--- config.mk ---
export PLATFORM = sky130hd
export DESIGN_NAME = ims_sequencer
export DESIGN_NICKNAME = d
export VERILOG_FILES = /design/src/rtl/ims_pkg.sv /design/src/rtl/ims_bitops.sv /design/src/rtl/ims_fail_log.sv /design/src/rtl/ims_sequencer.sv
export SDC_FILE = /design/constraint.sdc
export NUM_CORES = 1
export LEC_CHECK = 0
export BUFFER_PORTS_ARGS = -buffer_cell sky130_fd_sc_hd__buf_4
export CAP_MARGIN = 0
export CORE_ASPECT_RATIO = 0.8
export CORE_MARGIN = 2
export CORE_UTILIZATION = 55
export CTS_BUF_LIST = sky130_fd_sc_hd__clkbuf_16
export DETAILED_ROUTE_END_ITERATION = 16
export PLACE_DENSITY = 0.73
export SETUP_SLACK_MARGIN = 0.1
export SLEW_MARGIN = 20
export SYNTH_ARGS = -nofsm -noshare
export SYNTH_HDL_FRONTEND = slang
export SYNTH_HIERARCHICAL = 1
export SYNTH_SLANG_ARGS = --single-unit
--- constraint.sdc ---
create_clock -name clk -period 5.42 [get_ports clk]
set_clock_uncertainty 0.15 [all_clocks]
set_input_delay 1.355 -clock clk [delete_from_list [all_inputs] [get_ports clk]]
set_output_delay 1.355 -clock clk [all_outputs]
set_load 0.005 [all_outputs]
--- src/rtl/ims_pkg.sv ---
package ims_pkg;
   typedef enum logic [4:0] {
      S_IDLE, S_IH0, S_IH1, S_BP, S_BPW, S_BEW, S_BHW, S_SP, S_SPW, S_SEW,
      S_SHW, S_RV, S_VW, S_MW, S_OP, S_CW, S_NW, S_NS, S_NB, S_FIN
   } ims_state_t;
endpackage

--- src/rtl/ims_bitops.sv ---
module ims_bitops #(
   parameter int DW = 32
) (
   input  logic [DW-1:0] cur,
   input  logic [DW-1:0] val,
   input  logic [DW-1:0] msk,
   output logic [DW-1:0] new_w,
   output logic [DW-1:0] test_w
);
   for (genvar i = 0; i < DW; i++) begin : g_bit
      assign new_w[i]  = msk[i] ? val[i] : cur[i];
      assign test_w[i] = msk[i] & (cur[i] ^ val[i]);
   end
endmodule

--- src/rtl/ims_fail_log.sv ---
module ims_fail_log #(
   parameter int DW  = 32,
   parameter int AW  = 16,
   parameter int RAW = 8
) (
   input  logic           clk,
   input  logic           rst_n,
   input  logic           clr,
   input  logic           hit,
   input  logic [RAW-1:0] hit_addr,
   input  logic [AW-1:0]  hit_blk,
   input  logic [DW-1:0]  hit_t,
   output logic           fail,
   output logic [RAW-1:0] fail_addr,
   output logic [AW-1:0]  fail_blk,
   output logic [DW-1:0]  fail_t
);
   always_ff @(posedge clk or negedge rst_n) begin
      if (!rst_n) begin
         fail      <= 1'b0;
         fail_addr <= '0;
         fail_blk  <= '0;
         fail_t    <= '0;
      end else if (clr) begin
         fail      <= 1'b0;
         fail_addr <= '0;
         fail_blk  <= '0;
         fail_t    <= '0;
      end else if (hit && !fail) begin
         fail      <= 1'b1;
         fail_addr <= hit_addr;
         fail_blk  <= hit_blk;
         fail_t    <= hit_t;
      end
   end
endmodule

--- src/rtl/ims_sequencer.sv ---
module ims_sequencer
   import ims_pkg::*;
#(
   parameter int DW        = 32,
   parameter int AW        = 16,
   parameter int RAW       = 8,
   parameter int SKIP_FULL = 1
) (
   input  logic           clk,
   input  logic           rst_n,
   input  logic           start,
   input  logic           stop_on_fail,
   input  logic [AW-1:0]  in_base,
   input  logic [AW-1:0]  out_base,
   output logic           mem_rd,
   output logic [AW-1:0]  mem_addr,
   input  logic [DW-1:0]  mem_rdata,
   output logic           dev_rd,
   output logic           dev_wr,
   output logic [RAW-1:0] dev_addr,
   output logic [DW-1:0]  dev_wdata,
   input  logic [DW-1:0]  dev_rdata,
   output logic           busy,
   output logic           done,
   output logic           fmt_err,
   output logic           fail,
   output logic [RAW-1:0] fail_addr,
   output logic [AW-1:0]  fail_blk,
   output logic [DW-1:0]  fail_t
);
   localparam logic [AW-1:0]  A1 = AW'(1);
   localparam logic [AW-1:0]  A2 = AW'(2);
   localparam logic [RAW-1:0] R1 = RAW'(1);

   if (DW < 8)       begin : g_bad_dw  $error("DW must be at least 8"); end
   if (AW > DW)      begin : g_bad_aw  $error("AW must not exceed DW"); end
   if (RAW > DW)     begin : g_bad_raw $error("RAW must not exceed DW"); end
   if (RAW < 1)      begin : g_bad_r1  $error("RAW must be positive"); end

   ims_state_t     state;
   logic           sel;
   logic [AW-1:0]  in_b, out_b;
   logic [DW-1:0]  in_cnt;
   logic [AW-1:0]  blk_idx, blk_ptr, blk_end, nseq, seq_idx;
   logic [AW-1:0]  seq_ptr, seq_end, len, widx;
   logic [RAW-1:0] cur_reg;
   logic [DW-1:0]  val, msk, new_w, test_w;
   logic           full_skip, seq_last, hit, clr;

   wire [AW-1:0] rd_a   = mem_rdata[AW-1:0];
   wire [AW-1:0] img_b  = sel ? out_b : in_b;
   wire [AW-1:0] len_c  = (seq_end - seq_ptr - A1) >> 1;

   assign seq_last = (seq_idx == nseq - A1);
   assign busy     = (state != S_IDLE);
   assign done     = (state == S_FIN);
   assign dev_addr = cur_reg;
   assign clr      = (state == S_IDLE) && start;
   assign hit      = (state == S_CW) && sel && (|test_w);

   if (SKIP_FULL != 0) begin : g_skip
      assign full_skip = &msk;
   end else begin : g_noskip
      assign full_skip = 1'b0;
   end

   ims_bitops #(.DW(DW)) u_ops (
      .cur(dev_rdata), .val(val), .msk(msk), .new_w(new_w), .test_w(test_w)
   );

   ims_fail_log #(.DW(DW), .AW(AW), .RAW(RAW)) u_log (
      .clk(clk), .rst_n(rst_n), .clr(clr), .hit(hit),
      .hit_addr(cur_reg), .hit_blk(blk_idx), .hit_t(test_w),
      .fail(fail), .fail_addr(fail_addr), .fail_blk(fail_blk), .fail_t(fail_t)
   );

   always_comb begin
      mem_rd    = 1'b0;
      mem_addr  = '0;
      dev_rd    = 1'b0;
      dev_wr    = 1'b0;
      dev_wdata = val;
      case (state)
         S_IDLE: if (start) begin mem_rd = 1'b1; mem_addr = in_base; end
         S_IH0:  begin mem_rd = 1'b1; mem_addr = out_b; end
         S_BP:   begin mem_rd = 1'b1; mem_addr = img_b + A1 + blk_idx; end
         S_BPW:  begin mem_rd = 1'b1; mem_addr = img_b + A2 + blk_idx; end
         S_BEW:  begin mem_rd = 1'b1; mem_addr = blk_ptr; end
         S_SP:   begin mem_rd = 1'b1; mem_addr = blk_ptr + A1 + seq_idx; end
         S_SPW:  begin
            mem_rd   = 1'b1;
            mem_addr = seq_last ? rd_a : (blk_ptr + A2 + seq_idx);
         end
         S_SEW:  begin mem_rd = 1'b1; mem_addr = seq_ptr; end
         S_RV:   begin mem_rd = 1'b1; mem_addr = seq_ptr + A1 + widx; end
         S_VW:   begin mem_rd = 1'b1; mem_addr = seq_ptr + A1 + len + widx; end
         S_OP: begin
            if (sel)              dev_rd = 1'b1;
            else if (~|msk)       dev_rd = 1'b0;
            else if (full_skip)   dev_wr = 1'b1;
            else                  dev_rd = 1'b1;
         end
         S_CW: if (!sel) begin dev_wr = 1'b1; dev_wdata = new_w; end
         default: ;
      endcase
   end

   always_ff @(posedge clk or negedge rst_n) begin
      if (!rst_n) begin
         state   <= S_IDLE;
         sel     <= 1'b0;
         in_b    <= '0;
         out_b   <= '0;
         in_cnt  <= '0;
         blk_idx <= '0;
         blk_ptr <= '0;
         blk_end <= '0;
         nseq    <= '0;
         seq_idx <= '0;
         seq_ptr <= '0;
         seq_end <= '0;
         len     <= '0;
         widx    <= '0;
         cur_reg <= '0;
         val     <= '0;
         msk     <= '0;
         fmt_err <= 1'b0;
      end else begin
         case (state)
            S_IDLE: if (start) begin
               in_b    <= in_base;
               out_b   <= out_base;
               fmt_err <= 1'b0;
               state   <= S_IH0;
            end
            S_IH0: begin
               in_cnt <= mem_rdata;
               state  <= S_IH1;
            end
            S_IH1: begin
               sel     <= 1'b0;
               blk_idx <= '0;
               if (mem_rdata != in_cnt) begin
                  fmt_err <= 1'b1;
                  state   <= S_IDLE;
               end else if (in_cnt == '0) state <= S_FIN;
               else                       state <= S_BP;
            end
            S_BP:  state <= S_BPW;
            S_BPW: begin blk_ptr <= rd_a; state <= S_BEW; end
            S_BEW: begin blk_end <= rd_a; state <= S_BHW; end
            S_BHW: begin
               nseq    <= rd_a;
               seq_idx <= '0;
               state   <= (rd_a == '0) ? S_NB : S_SP;
            end
            S_SP:  state <= S_SPW;
            S_SPW: begin
               seq_ptr <= rd_a;
               if (seq_last) begin
                  seq_end <= blk_end;
                  state   <= S_SHW;
               end else state <= S_SEW;
            end
            S_SEW: begin seq_end <= rd_a; state <= S_SHW; end
            S_SHW: begin
               cur_reg <= mem_rdata[RAW-1:0];
               len     <= len_c;
               widx    <= '0;
               state   <= (len_c == '0) ? S_NS : S_RV;
            end
            S_RV:  state <= S_VW;
            S_VW:  begin val <= mem_rdata; state <= S_MW; end
            S_MW:  begin msk <= mem_rdata; state <= S_OP; end
            S_OP: begin
               if (!sel && ((~|msk) || full_skip)) state <= S_NW;
               else                                 state <= S_CW;
            end
            S_CW:  state <= (hit && stop_on_fail) ? S_FIN : S_NW;
            S_NW: begin
               if (widx == len - A1) state <= S_NS;
               else begin
                  widx    <= widx + A1;
                  cur_reg <= cur_reg + R1;
                  state   <= S_RV;
               end
            end
            S_NS: begin
               if (seq_last) state <= S_NB;
               else begin
                  seq_idx <= seq_idx + A1;
                  state   <= S_SP;
               end
            end
            S_NB: begin
               if (!sel) begin
                  sel   <= 1'b1;
                  state <= S_BP;
               end else if ({{(DW-AW){1'b0}}, blk_idx} == in_cnt - DW'(1)) begin
                  state <= S_FIN;
               end else begin
                  sel     <= 1'b0;
                  blk_idx <= blk_idx + A1;
                  state   <= S_BP;
               end
            end
            S_FIN:   state <= S_IDLE;
            default: state <= S_IDLE;
         endcase
      end
   end
endmodule

==> Word level (Yosys, flattened, before mapping) <==
Index checks and enable logic that the tools add are counted.
{ "word_totals": {"elab_cells": 255, "in_bits": 100, "output_inout_bits": 119, "register_bits": 343} }
{ "op_classes": {"bitwise": 64, "eq_ne": 30, "n_reduce_logical": 31, "muxes": 87, "addsub": 21} }
{ "op_table": {"columns": ["op", "count"], "rows": [
  ["2-to-1 mux 16 bit", 10],
  ["case mux 16 bit (10 select lines)", 1],
  ["2-to-1 mux 32 bit", 4],
  ["case mux 16 bit (2 select lines)", 4],
  ["adder 16 x 1 -> 16 bit, second input constant", 6],
  ["adder 16 bit", 6],
  ["case mux 5 bit (19 select lines)", 1],
  ["OR reduction 32 bit", 2],
  ["2-to-1 mux 5 bit", 10],
  ["2-to-1 mux 1 bit", 47],
  ["equality test 5 x 4 -> 1 bit, second input constant", 8],
  ["adder 16 x 2 -> 16 bit, second input constant", 2],
  ["bitwise AND 1 bit", 32],
  ["equality test 16 bit", 2],
  ["equality test 16 x 32 -> 1 bit", 1],
  ["zero test 16 bit", 2],
  ["zero test 32 bit", 1],
  ["!= test 32 bit", 1],
  ["AND reduction 32 bit", 1],
  ["subtractor 16 x 1 -> 16 bit, second input constant", 2],
  ["subtractor 32 x 1 -> 32 bit, second input constant", 1],
  ["XOR 1 bit", 32],
  ["2-to-1 mux 8 bit", 3],
  ["equality test 5 x 3 -> 1 bit, second input constant", 4],
  ["20 further kinds", 50]
]} }

==> Longest topological paths before layout <==
Gate-level depths: netlist of the first run.
{ "logic_depth": {"depth_word": 7, "mapped_depth": 18, "ltp_nobuf": 18} }

==> Hierarchy <==
Netlist of the first run, hierarchy kept.
{ "by_module_without_submodules": {"columns": ["module", "area_each_um2", "instances", "cells_per_inst", "seq_area_each_um2"], "rows": [
  ["ims_sequencer", 21872.2, 1, 2562, 7156.9],
  ["ims_fail_log", 3056.7, 1, 258, 1426.4],
  ["ims_bitops", 840.8, 1, 96, 0.0]
]} }

==> Least setup slack after synthesis of the first run <==
Ideal clock, no wire load.
{ "synth_path": {"kind": "flip-flop to output port", "start": "register sel", "end": "output mem_addr[15]", "required_time_ns": 3.915, "stages_incl_launch_ff": 18, "setup_slack_ns": -0.229, "t_arrival_ns": 4.144, "path_buffers": 3, "path_cell_list": "dfrtp_1 clkbuf_1 clkbuf_1 clkbuf_1 mux2i_1 ha_1 inv_1 ha_1 fa_1 a211oi_1 o21ai_0 and4_1 nor2_1 a21oi_1 a31o_2 xnor2_1 o221ai_1 or4_1"} }
{ "synth_between": {"elab_chain_cells": 4, "word_cells_on_any_way": 6, "classes_between": "add/sub (4); mux (2)"} }
{ "synth_lines": {"columns": ["element", "line_no", "rtl"], "rows": [
  ["from (decl)", "ims_sequencer.sv:41", "logic sel;"],
  ["from (signal assigned)", "ims_sequencer.sv:111", "sel <= 1'b0;"],
  ["from (signal assigned)", "ims_sequencer.sv:141", "sel <= 1'b0;"],
  ["from (signal assigned)", "ims_sequencer.sv:197", "sel <= 1'b1;"],
  ["2-to-1 mux 16 bit (*)", "ims_sequencer.sv:51", "wire [AW-1:0] img_b = sel ? out_b : in_b;"],
  ["adder 16 x 2 -> 16 bit / adder 16 x 1 -> 16 bit (equally long branches)", "ims_sequencer.sv:87, ims_sequencer.sv:86", null],
  ["adder 16 bit, on equally long branches", "ims_sequencer.sv:87, ims_sequencer.sv:86", null],
  ["case mux 16 bit (10 select lines) (*)", "ims_sequencer.sv:83", "case (state)"],
  ["to (decl)", "ims_sequencer.sv:16", "output logic [AW-1:0] mem_addr,"]
]} }
Every way passes the cells marked *; elsewhere a longest branch is shown, timed or not.

==> Worst setup path after layout of the first run <==
{ "layout_path": {"start": "register seq_ptr[8]", "end": "output mem_addr[15]"} }
{ "layout_between": {"elab_chain_cells": 4, "word_cells_on_any_way": 5, "classes_between": "add/sub (4); mux (1)"} }
{ "layout_lines": {"columns": ["element", "line_no", "rtl"], "rows": [
  ["from (decl)", "ims_sequencer.sv:45", "logic [AW-1:0] seq_ptr, seq_end, len, widx;"],
  ["from (signal assigned)", "ims_sequencer.sv:159", "seq_ptr <= rd_a;"],
  ["adder 16 x 1 -> 16 bit (*)", "ims_sequencer.sv:95, ims_sequencer.sv:96", null],
  ["adder 16 x 15 -> 16 bit", "ims_sequencer.sv:96", "S_VW: begin mem_rd = 1'b1; mem_addr = seq_ptr + A1 + len + widx; end"],
  ["adder 16 bit", "ims_sequencer.sv:96", null],
  ["case mux 16 bit (10 select lines) (*)", "ims_sequencer.sv:83", null]
]} }
Marked as above.

==> results of run 1 <==
==> final cells by class <==
class                   count  area, sq um  share of cell area [%]
clock inverters            30          279                   0.896
multi-input cells        2301        16800                    53.9
clock buffers              40         1000                    3.22
well taps                 612          766                    2.46
flip-flops and latches    343         8590                    27.6
repair buffers            416         3250                    10.4
inverters                 123          463                    1.49
==> per-stage QoR <==
stage                     setup slack (ns)  util [%]  cell area, sq um  power [mW]  hold WS [ns]
after floorplan                      0.144         -             25800        10.4         0.292
after global placement              -0.261      62.8             28900        14.0         0.305
after detailed placement            -0.265      62.8             28900        14.2         0.315
after CTS                           -0.698      66.7             30700        17.4         0.329
after global routing                -0.740      67.7             31100        19.2         0.349
final                               -0.645      67.7             31100        18.2         0.327
==> power groups by stage <==
| stage | Combinational [mW] | Sequential [mW] | Clock (mW) |
|---|---|---|---|
| final | 10.7 | 4.79 | 2.73 |
| after detailed placement | 9.44 | 4.73 | 0 |
| after global placement | 9.27 | 4.69 | 0 |
| after floorplan | 6.14 | 4.22 | 0 |
| after CTS | 9.92 | 4.70 | 2.75 |
| after global routing | 11.4 | 4.89 | 2.85 |
==> sequential cells by signal, summed over array words and instances (netlist names), 15 cells and up <==
| register | cells |
|---|---|
| seq_end | 16 |
| blk_idx | 16 |
| seq_idx | 16 |
| msk | 32 |
| in_b | 16 |
| blk_end | 16 |
| len | 15 |
| out_b | 16 |
| blk_ptr | 16 |
| in_cnt | 32 |
| u_log/fail_t | 32 |
| nseq | 16 |
| seq_ptr | 16 |
| widx | 16 |
| u_log/fail_blk | 16 |
| val | 32 |
==> logic make-up after synthesis <==
kind of cell | Yosys count | share of synthesized area (%)
AND/OR/NAND/NOR | 1217 | 24.5
AO/OA/AOI/OAI | 517 | 13.3
flip-flops | 343 | 33.3
buffers and inverters | 272 | 4.52
XOR/XNOR | 242 | 8.22
multiplexers | 165 | 7.04
adder cells (fa/ha/maj) | 160 | 9.11
==> worst max path at each step <==
stage / start / to / depth (start not counted)
final: seq_ptr[8]$_DFFE_PN0P_ / mem_addr[15] / 14
after floorplan: seq_ptr[0]$_DFFE_PN0P_ / mem_addr[15] / 17
after detailed placement: seq_ptr[1]$_DFFE_PN0P_ / mem_addr[15] / 19
after global routing: seq_ptr[8]$_DFFE_PN0P_ / mem_addr[15] / 15
after global placement: seq_ptr[1]$_DFFE_PN0P_ / mem_addr[15] / 18
after CTS: seq_ptr[1]$_DFFE_PN0P_ / mem_addr[15] / 18
==> worst max-delay path: stages, from the launching register on <==
cell and delay [ns]:
dfrtp_1 0.54, nand4_1 0.34, nor3_4 0.32, buf_4 0.15, and3_1 0.16, xnor2_1 0.18, inv_1 0.10, fa_1 0.55
inv_1 0.06, ha_1 0.37, a31o_2 0.30, xor2_2 0.17, nor2_1 0.07, or4_1 0.50, buf_6 0.14
==> synth_stat cells (all sizes together) (22+ instances only) <==
cell type and count:
buf 45, o21ai 196, nand2 542, mux2 129, mux2i 36, or3 32, a21oi 90, nor4 57
nor2 128, fa 46, xor2 98, xnor2 144, o211ai 28, and2 42, nand4 59, dfrtp 343
nand4bb 56, inv 123, ha 114, clkbuf 104, nand3 50, nor3 64, a31oi 25, a21o 23
a211oi 22, nand2b 75
==> layer usage <==
layer  vias to the layer above  wire length (microns)
met2                      1364                  40100
met1                     12000                  41500
li1                      10900                      -
met5                         -                     81
met4                         4                   3470
met3                       205                  12600
==> what timing repair did <==
action | in CTS | in global routing
pin swaps | 42 | 52
setup endpoints to repair | 16 | 16
gates cloned | 1 | 0
setup buffers | 14 | 14
hold buffers | 0 | 0
gates resized for setup | 82 | 66
==> impl_summary.log, run 1 <==
[metrics] start of the worst register-to-register path: seq_ptr[1]$_DFFE_PN0P_
[metrics] number of distinct library cells after synthesis: approximately 90
[metrics] Cell Count, Final, Fillers Out: ~3,900
[metrics] power density over the cells: 584 nW/um^2
[metrics] source-to-sink clock delay at the later pin of the worst-skew pair: roughly 0.58 ns
[metrics] GRT met3 Usage: 12.1%
[metrics] post-synthesis sequential area ratio: roughly 33%
[metrics] worst vdd rail ir drop: 0.344 mV
[metrics] wire length of the first global-routing pass: 144,000 microns
[metrics] routing usage on met1: 58.1%
[metrics] summed instance area of the synthesized netlist: 25,800 sq um
[metrics] startpoint of the tightest hold check path: in_b[8]$_DFFE_PN0P_
[metrics] # port buffers: between 200 and 250
[metrics] Max Fanout on Critical Path: 4
[metrics] final setup violation count: 12
[metrics] placed insts: 3,768
[metrics] vertical die dimension: a little under 200 microns
[metrics] Int Pwr: 9.82 mW
[metrics] Least-Margin Pin Slew: 1.05 ns
[metrics] syn_nets: 3,176
[metrics] Post-route DRC: 0
[metrics] total die area: between 40,000 and 50,000 sq um
[metrics] instance count along the most critical hold path: 2
[metrics] end of the worst hold path: in_b[8]$_DFFE_PN0P_
[metrics] commonest non-fill, non-tap cell in the layout: nand2_1
[metrics] CTS buffer count: 39
[metrics] count of state elements after synthesis: 343
[metrics] Worst R2R Path Depth: 15
[metrics] Routed Wire Length: ~100,000 microns
[metrics] switching power share of the total: a little under half
[metrics] setup TNS: -3.71 ns
[metrics] antenna violations before repair: 1
[metrics] share of layout cells above drive strength 1: 23.5%
[metrics] level count of the clock H-tree: 2
[metrics] TritonCTS clock tree: built
[metrics] clock sink count: 343
[metrics] required time at the worst-slack endpoint: 3.91 ns
[metrics] library cell with the largest summed area after synthesis: dfrtp_1
[metrics] area growth from synthesis to layout: 20.8%
[metrics] Worst EP arrival: between 4 and 5 ns
[metrics] post-layout net count: 3,484
[metrics] total global-route track usage: 39.6%
[metrics] failing checks: setup timing
[metrics] portion of total power attributed to the clock network: about 15%
[metrics] capture instance of the worst register-to-register path: state[1]$_DFFE_PN0P_
[metrics] achievable frequency: 165 MHz
[metrics] Static Leak: about 14 nW
[metrics] unrepaired setup endpoints after global routing: true
[metrics] count of routing violations after the opening detailed-route iteration: 2,634
[metrics] vias per inst: 6.34
[metrics] total gr overflow: 0
[metrics] Async SR Flop Fraction: 100%
[metrics] power share of the combinational group: around three fifths
[metrics] horizontal extent of the die: around 250 microns
[metrics] final weighted congestion in routability-driven placement: 1.04
[metrics] most frequent cells in the layout: 537 x nand2_1, 396 x buf_4, 340 x dfrtp_1
[metrics] crit end category: primary output
[metrics] max cap viols: 0
[metrics] deepest clock path buffer count: 3
[metrics] period utilisation layout: 112%
[metrics] number of enable flip-flop cells after synthesis: 0
[metrics] total via count after detailed routing: ~25,000
[metrics] First-pass DRT Iterations: 8
[metrics] kind of launch point of the worst setup path: flip-flop
[metrics] CORE AREA: 46,000 sq um
[metrics] post-detail-place hpwl: 73,000 microns
[metrics] Worst-path clk slew: 0.07 ns
[metrics] CTS root buf: clkbuf_16
[metrics] biggest area contributors in the synthesized netlist: dfrtp_1 33%, nand2_1 7.9%, ha_1 5.5%
[metrics] Slew headroom: 29.8%
[metrics] post-synthesis area per instance: 8.84 sq um
[metrics] outcome: finished with violations
[metrics] routed len/inst: 25.3 microns
[metrics] worst-case register-to-register setup slack: 1.23 ns
[metrics] met2 routing resource usage after global routing: a little under three fifths
[metrics] fill cell instance count of the final layout: 3,766
[metrics] kind of path behind the tightest hold check: reg2reg
[metrics] predominant post-synthesis flop cell: dfrtp_1
[metrics] Worst Path Class, Setup: reg2out
[metrics] most heavily used metal layer in global routing: met1
[metrics] PnR worst setup slack: -0.645 ns
[metrics] post-route antenna net violation count: 0
[metrics] time the final worst path needs with I/O delays and setup: around 6.1 ns
[metrics] post-synthesis cell count: 2,916
[metrics] final hold violation count: 0
[metrics] Boundary Pins: 219
[metrics] number of max-slew violations in the final report: 0
[metrics] vias in the first global route: between 20,000 and 25,000
[metrics] Inserted Diodes: 0
[metrics] Yosys top cell area share: 33.3%
[metrics] net switching power of the design: 8.37 mW
[metrics] maximum number of pins on one net before global-route repair: about 120
[metrics] proportion of power drawn by flip-flops and latches: 26.3%
[metrics] count of yosys warnings during synthesis: 6
[metrics] floorplan row count: 70
[metrics] initial core utilization: 56.0%
Note: power is estimated with default switching activity, not from simulation.
==> run 2: changes to the inputs <==
--- a/config.mk
+++ b/config.mk
@@ -14,6 +14,7 @@
 export DETAILED_ROUTE_END_ITERATION = 16
 export PLACE_DENSITY = 0.73
 export SETUP_SLACK_MARGIN = 0.1
+export SKIP_CTS_REPAIR_TIMING = 1
 export SLEW_MARGIN = 20
 export SYNTH_ARGS = -nofsm -noshare
 export SYNTH_HDL_FRONTEND = slang
==> run 2 against run 1 <==
Against the previous run: the flow still finishes with violations (setup timing); die area stayed put; combinational power hardly changed; flip-flop and latch count did not move; largest cell class unchanged; highest routed layer unchanged.
==> impl_summary.log, run 2 (synthesis gave the netlist of run 1 again) <==
[metrics] outcome: finished with violations
[metrics] failing checks: setup timing
[metrics] Worst EP arrival: 4.63 ns
[metrics] TritonCTS clock tree: built
[metrics] power density over the cells: just under 600 nW/um^2
[metrics] horizontal extent of the die: 246 microns
[metrics] Post-route DRC: 0
[metrics] dominant delay contributor by cell family on the critical path: simple AND/OR/NAND/NOR gates
[metrics] required time at the worst-slack endpoint: between 3 and 4 ns
[metrics] total global-route track usage: around two fifths
[metrics] power share of the combinational group: 58.0%
[metrics] achievable frequency: 163 MHz
[metrics] max cap viols: 0
[metrics] level count of the clock H-tree: 2
[metrics] Least-Margin Pin Slew: 1.04 ns
[metrics] portion of total power attributed to the clock network: ~15%
[metrics] period utilisation layout: 113%
[metrics] post-detail-place hpwl: 73,000 microns
[metrics] total via count after detailed routing: between 20,000 and 25,000
[metrics] Int Pwr: 9.68 mW
[metrics] crit-path most repeated cell: inv_1
[metrics] wire length of the first global-routing pass: about 140,000 microns
[metrics] time the final worst path needs with I/O delays and setup: 6.13 ns
[metrics] routed length on met3: between 10,000 and 15,000 microns
[metrics] crit end category: primary output
[metrics] PnR worst setup slack: -0.712 ns
[metrics] clock sink count: around 340
[metrics] commonest non-fill, non-tap cell in the layout: nand2_1
[metrics] switching power share of the total: 46.0%
[metrics] final setup violation count: 11
[metrics] routed len/inst: 25.2 microns
[metrics] unrepaired setup endpoints after global routing: true
[metrics] Slew headroom: 30.3%
[metrics] Routed Wire Length: 97,400 microns
[metrics] count of routing violations after the opening detailed-route iteration: approximately 2,900
[metrics] DR WL met2: 40,100 microns
[metrics] initial core utilization: 56.0%
[metrics] total gr overflow: 0
[metrics] area growth from synthesis to layout: 20.1%
[metrics] final weighted congestion in routability-driven placement: 1.04
[metrics] crit-path cells: ha_4 -> nand3_4 -> nor3_4 -> nand2_2 -> or3_4 -> xnor2_2 -> inv_1 -> fa_1 -> inv_1 -> ha_2 -> or3_1 -> o21ai_1 -> a21oi_2 -> a31o_2 -> xor2_2 -> nor2_1 -> or4_1 -> buf_6
[metrics] most frequent cells in the layout: 539 x nand2_1, 389 x buf_4, 338 x dfrtp_1
[metrics] floorplan row count: 70
[metrics] maximum number of pins on one net before global-route repair: between 100 and 150
[metrics] Worst Path Class, Setup: reg2out
[metrics] total die area: 48,600 sq um
[metrics] share of layout cells above drive strength 1: 23.2%
[metrics] stage delay of the slowest cell on the critical path: 0.50 ns
[metrics] final hold violation count: 0
[metrics] Max Fanout on Critical Path: 4
[metrics] vias per inst: 6.32
[metrics] First-pass DRT Iterations: 6
[metrics] # port buffers: 218
[metrics] vertical die dimension: 198 microns
[metrics] total placed instance area: 28,900 sq um
[metrics] Critical Path Slowest Stage Cell: or4_1
[metrics] count of buffering cells on the critical path with inverters included: 3
[metrics] Static Leak: ~14 nW
[metrics] top layer used by detailed routing: met5
[metrics] post-layout util: just under 70%
[metrics] deepest clock path buffer count: 3
[metrics] proportion of power drawn by flip-flops and latches: 26.7%
[metrics] kind of path behind the tightest hold check: reg2reg
[metrics] worst-case register-to-register setup slack: 1.22 ns
[metrics] CTS buffer count: 39
[metrics] source-to-sink clock delay at the later pin of the worst-skew pair: 0.58 ns
[metrics] vias in the first global route: 23,000
[metrics] total routed wire length on the met1 layer: about 42,000 microns
[metrics] post-layout net count: about 3,500
[metrics] CTS root buf: clkbuf_16
[metrics] net switching power of the design: about 8.3 mW
[metrics] kind of launch point of the worst setup path: flip-flop
[metrics] design area: about 31,000 sq um
[metrics] antenna violations before repair: 1
[metrics] Inserted Diodes: 0
[metrics] CORE AREA: 46,000 sq um
[metrics] Boundary Pins: 219
[metrics] Worst-path clk slew: 0.06 ns
[metrics] worst vdd rail ir drop: around 0.34 mV
[metrics] post-route antenna net violation count: 0
[metrics] number of max-slew violations in the final report: 0
## run 2: power groups by stage
stage	sequential [mW]	clock, mW	combinational, mW
CTS	4.69	2.75	9.51
finish	4.79	2.74	10.4
global placement	4.69	0	9.27
detailed placement	4.73	0	9.44
global route	4.90	2.85	11.2
floorplan	4.22	0	6.14
## run 2: path summary, 6_finish.rpt
check                                  startpoint                           end  cells past startpoint
max in group asynchronous                   rst_n  u_log/fail_t[17]$_DFFE_PN0P_                      2
min in group asynchronous                   rst_n          nseq[15]$_DFFE_PN0P_                      1
setup / recovery           seq_ptr[1]$_DFFE_PN0P_                  mem_addr[15]                     18
hold / removal                in_b[8]$_DFFE_PN0P_           in_b[8]$_DFFE_PN0P_                      2
setup reg to reg               len[0]$_DFFE_PN0P_          state[1]$_DFFE_PN0P_                     11
hold reg to reg               in_b[8]$_DFFE_PN0P_           in_b[8]$_DFFE_PN0P_                      2
## run 2: worst register-to-register path, stage by stage (launching register included)
cell	delay, ns
dfrtp_1	0.43
inv_1	0.16
ha_1	0.23
or3b_2	0.51
nor3_1	0.30
a31oi_1	0.15
a222oi_1	0.35
nor4b_4	0.77
nor2_4	0.24
or4_1	0.52
nor2_1	0.16
nand3_1	0.09
## run 2: area by class of cell
cell class | instances | area [sq um]
clock buffers | 40 | 1000
clock inverters | 30 | 279
fillers | 3805 | 15000
inverters | 123 | 463
multi-input cells | 2301 | 16700
flip-flops and latches | 343 | 8590
well taps | 612 | 766
repair buffers | 410 | 3200
## run 2: per-layer routing
layer | track usage [%] | up-vias
met5 | 0 | -
met4 | 12.5 | 2
met3 | 11.8 | 179
met2 | 54.8 | 1275
met1 | 58.0 | 12100
li1 | - | 10900
## run 2: metrics by stage
step	power (mW)	setup TNS (ns)	hold slack (ns)	setup WS [ns]	cells
after floorplan	10.4	0	0.292	0.144	2916
after global placement	14.0	-0.460	0.305	-0.261	3768
after detailed placement	14.2	-0.618	0.315	-0.265	3768
after CTS	17.0	-9.08	0.329	-0.896	3838
after global routing	18.9	-5.10	0.349	-0.826	3859
final	17.9	-3.98	0.331	-0.712	3859
